<file path="config.mk">
export PLATFORM = sky130hd
export DESIGN_NAME = bpsc_top
export DESIGN_NICKNAME = d
export VERILOG_FILES = /design/src/rtl/bpsc_pkg.sv /design/src/rtl/bpsc_ctrl.sv /design/src/rtl/bpsc_datapath.sv /design/src/rtl/bpsc_top.sv
export SDC_FILE = /design/constraint.sdc
export NUM_CORES = 1
export LEC_CHECK = 0
export ABC_AREA = 1
export BUFFER_PORTS_ARGS = -buffer_cell sky130_fd_sc_hd__buf_2
export CORE_AREA = 2 2 39 41
export CTS_CLUSTER_DIAMETER = 100
export CTS_CLUSTER_SIZE = 24
export DETAILED_ROUTE_END_ITERATION = 10
export DIE_AREA = 0 0 41 43
export SLEW_MARGIN = 20
export SYNTH_ARGS = -nofsm -noshare
export SYNTH_HDL_FRONTEND = slang
export SYNTH_SLANG_ARGS = --single-unit
</file>
<file path="constraint.sdc">
create_clock -name clk -period 1.4 [get_ports clk]
set_input_delay 0.07 -clock clk [delete_from_list [all_inputs] [get_ports clk]]
set_output_delay 0.07 -clock clk [all_outputs]
set_load 0.01 [all_outputs]
</file>
<file path="src/rtl/bpsc_pkg.sv">
package bpsc_pkg;
  localparam int STATE_W = 2;
  localparam int BUS_W   = 2;

  typedef enum logic [STATE_W-1:0] {
    PS_D0    = 2'b00,
    PS_D1    = 2'b01,
    PS_D2    = 2'b10,
    PS_D3HOT = 2'b11
  } pwrState_e;

  localparam logic [BUS_W-1:0] BUS_B0 = 2'b00;
  localparam logic [BUS_W-1:0] BUS_B2 = 2'b10;

  typedef struct packed {
    logic goHot;
    logic goOn;
    logic stopClk;
  } ctrlStrobes_t;
endpackage

</file>
<file path="src/rtl/bpsc_ctrl.sv">
module bpsc_ctrl
  import bpsc_pkg::*;
(
  input  logic               clk,
  input  logic               rstN,
  input  logic               wrEn,
  input  logic [STATE_W-1:0] wrState,
  input  logic               strap,
  input  pwrState_e          curState,
  output ctrlStrobes_t       strobes
);
  pwrState_e reqState;
  logic isMid;

  always_comb begin
    reqState        = pwrState_e'(wrState);
    isMid           = (reqState == PS_D1) || (reqState == PS_D2);
    strobes.goHot   = wrEn && (curState == PS_D0) && (reqState == PS_D3HOT);
    strobes.goOn    = wrEn && (curState == PS_D3HOT) && (reqState == PS_D0);
    strobes.stopClk = strobes.goHot && strap;
  end

  // D3hot request from D0 is taken
  assert_enter_hot_R2: assert property (@(posedge clk) disable iff (!rstN)
    (wrEn && curState == PS_D0 && wrState == 2'b11) |=> (curState == PS_D3HOT));

  // intermediate requests never move the state
  assert_drop_mid_R3: assert property (@(posedge clk) disable iff (!rstN)
    (wrEn && isMid) |=> $stable(curState));

  // no strobe, no change
  assert_no_strobe_R7: assert property (@(posedge clk) disable iff (!rstN)
    (!wrEn) |=> $stable(curState));

  // D0 request from D3hot is taken
  assert_leave_hot_R6: assert property (@(posedge clk) disable iff (!rstN)
    (wrEn && curState == PS_D3HOT && wrState == 2'b00) |=> (curState == PS_D0));
endmodule

</file>
<file path="src/rtl/bpsc_datapath.sv">
module bpsc_datapath
  import bpsc_pkg::*;
(
  input  logic             clk,
  input  logic             rstN,
  input  ctrlStrobes_t     strobes,
  output pwrState_e        stateQ,
  output logic             clkEn,
  output logic [BUS_W-1:0] busState
);
  logic gateQ;

  always_ff @(posedge clk or negedge rstN) begin
    if (!rstN) begin
      stateQ <= PS_D0;
      gateQ  <= 1'b0;
    end else if (strobes.goHot) begin
      stateQ <= PS_D3HOT;
      gateQ  <= strobes.stopClk;
    end else if (strobes.goOn) begin
      stateQ <= PS_D0;
      gateQ  <= 1'b0;
    end
  end

  always_comb begin
    clkEn    = !gateQ;
    busState = (stateQ == PS_D3HOT) ? BUS_B2 : BUS_B0;
  end

  // clocks are stopped only in D3hot
  assert_gate_only_hot_R4: assert property (@(posedge clk) disable iff (!rstN)
    (!clkEn) |-> (stateQ == PS_D3HOT));

  // gating holds while D3hot is held
  assert_gate_hold_R8: assert property (@(posedge clk) disable iff (!rstN)
    (stateQ == PS_D3HOT && $past(stateQ) == PS_D3HOT) |-> $stable(gateQ));

  // return to D0 always brings clocks back
  assert_on_clocks_R6: assert property (@(posedge clk) disable iff (!rstN)
    strobes.goOn |=> (clkEn && stateQ == PS_D0));
endmodule

</file>
<file path="src/rtl/bpsc_top.sv">
module bpsc_top
  import bpsc_pkg::*;
(
  input  logic               clk,
  input  logic               rstN,
  input  logic               cfgWrEn,
  input  logic [STATE_W-1:0] cfgWrState,
  input  logic               clkStopStrap,
  output logic [STATE_W-1:0] pwrState,
  output logic               secClkEn,
  output logic [BUS_W-1:0]   busPwrState
);
  ctrlStrobes_t strobes;
  pwrState_e    curState;

  bpsc_ctrl i_ctrl (
    .clk      (clk),
    .rstN     (rstN),
    .wrEn     (cfgWrEn),
    .wrState  (cfgWrState),
    .strap    (clkStopStrap),
    .curState (curState),
    .strobes  (strobes)
  );

  bpsc_datapath i_dp (
    .clk      (clk),
    .rstN     (rstN),
    .strobes  (strobes),
    .stateQ   (curState),
    .clkEn    (secClkEn),
    .busState (busPwrState)
  );

  assign pwrState = curState;
endmodule

</file>
==> reports/qor.csv <==
stage;metric;value;unit
routing;met2 wire len;183;um
sta;Final Hold Fails;0;
cts;post-CTS sizing;0;
worst_setup_path;WP data arrival;0.98;ns
synth;sequential share of the synthesized area;35.4;%
global_route;GRT Total Usage;4.51;%
sta;RSZ-0062 raised after global routing;no;
routing;wire per inst;6.09;um
cts;cts bufs inserted;3;
cts;CTS clock-pin slew for the worst setup and hold paths;0.03;ns
routing;vias per cell;3.28;
floorplan;die width;41;um
global_route;antenna violations before repair;0;
synth;mapped cell area;141;um^2
synth;Unique masters post-synth;9;
global_route;pin count of the biggest net entering global routing;7;
routing;TritonRoute pass-1 iters;1;
floorplan;Site Rows;14;
routing;DRC violations left;0;
sta;TNS Setup;0;ns
cts;hold buffer count at CTS;1;
routing;antenna-violating nets left;0;
global_route;total global routing overflow;0;
cts;CTS root buf;clkbuf_4;
routing;M1 wire length;85;um
sta;Final setup viols;0;
routing;total routed wirelength;286;um
synth;Post-Syn Nets;27;
min_path;worst hold path type;input pin to flip-flop;
worst_setup_path;critical path required time;1.51;ns
routing;uppermost layer routed;met3;
routing;Met3 Routed Length;18;um
routing;DR iter-0 viols;0;
floorplan;Initial Utilization;10.2;%
worst_setup_path;critical path startpoint;i_dp.stateQ[0];
power;static leakage;0.132;nW
sta;final slew viol count;0;
final_layout;nets;39;
final_layout;fin util;15.6;%
worst_setup_path;Worst Setup Path Type;flip-flop to flip-flop;
floorplan;core outline area;1380;um^2
cts;CTS Buffer Depth;2;
power;P per Cell Area;1800;nW/um^2
outcome;outcome;finished clean;
min_path;Hold Startpoint;clkStopStrap;
global_route;first-pass GRT wire length;420;um
place;Final Wtd Congestion;0.418;
synth;synth warn;0;
routing;via count;154;
place;HPWL after DPL;233;um
worst_setup_path;Critical Path Sink Type;flip-flop;
cts;setup bufs post-CTS;0;
synth;Mapped Avg Cell Area;6.73;um^2
cts;Worst-Skew Late Latency;0.22;ns
cts;H-tree depth;1;
cts;Sink Count;2;
sta;Tcrit/Tclk final;62.5;%
floorplan;die area;1760;um^2
worst_setup_path;reg2reg start;i_dp.stateQ[0];
synth;Synth Instances;21;
place;IO Port Bufs;9;
global_route;vias in the first global route;147;
worst_setup_path;CP max FO;6;
worst_setup_path;Worst Setup Start Kind;flip-flop;
final_layout;diode count;0;
sta;Final min period;0.875;ns
floorplan;Die Span Y;43;um
sta;worst-case clock skew;0.00200;ns
final_layout;share of layout cells above drive strength 1;45.2;%
flow_run;max cap viols;0;
floorplan;Ports;11;
cts;CTS tree;done;
synth;Synth Register Bits;2;
sta;Peak Freq;1.14;GHz
power;peak supply drop;209;uV
final_layout;Layout area overhead;53.1;%
-- flip-flops by register name, summed over array words and instances, names as in the netlist --
name         count
i_dp.gateQ       1
i_dp.stateQ      1
-- worst max-delay path, stage by stage (launching register included) --
cell	delay, ns
dfrtp_1	0.41
nor2_2	0.15
nand2_2	0.07
nand3_1	0.07
nand2_1	0.05
-- metrics by stage --
stage          cell area, um^2  total power, W  hold WS [ns]  cells  worst slack, ns
6_report                   216        0.000389        0.0917     47            0.525
5_1_grt                    216        0.000435         0.115     47            0.456
4_1_cts                    216        0.000404        0.0904     47            0.517
3_5_place_dp               184        0.000266        -0.143     43            0.522
3_3_place_gp               184        0.000264        -0.142     43            0.546
2_1_floorplan              141        0.000237        -0.226     21            0.528
-- synthesized netlist by cell type, drive strengths merged --
master,count,area share (%)
buf,3,16
conb,1,2.7
dfrtp,2,35
inv,4,11
nand2,6,18
nand3,3,11
nor2,2,7.1
-- logic make-up (layout without fill, tap and decap cells) --
logic type	count (synthesis)	in the layout	synth area share (%)
flops	2	2	35.4
simple gates	11	11	35.4
buf+inv	7	17	26.5
other cells	1	1	2.65
-- per-layer routing --
layer / up-vias / global-route usage [%]
met5: - / 0
met4: 0 / 12.0
met3: 0 / 0
met2: 5 / 6.56
met1: 71 / 1.92
li1: 78 / -
-- layout by cell type (no fill, tap or decap), drive strengths merged --
master,count
buf,9
nand2,6
inv,4
nand3,3
clkbuf,3
dfrtp,2
nor2,2
conb,1
dlygate4sd3,1
-- cell type report --
class                           count  area, um^2
Clock buffer                        3        22.5
Fill cell                         164        1170
Inverter                            4        15.0
Multi-Input combinational cell     12        53.8
Sequential cell                     2        50.0
Tap cell                           16        20.0
Timing Repair Buffer               10        55.1
-- where the power goes --
group,switching (W),internal [W],total [W]
Sequential,0.0000266,0.0000859,0.000113
Combinational,0.0000824,0.0000692,0.000152
Clock,0.0000308,0.0000944,0.000125
Total,0.000140,0.000250,0.000389
-- worst paths after layout --
path	to	slack [ns]	cells after the start
max reg2reg	i_dp.gateQ	0.53	4
max in group asynchronous	i_dp.stateQ[0]	1.14	2
min	i_dp.gateQ	0.09	3
min reg2reg	i_dp.gateQ	0.51	2
min in group asynchronous	i_dp.gateQ	0.17	2
max	i_dp.gateQ	0.53	4
(Power assumes the default switching activity.)
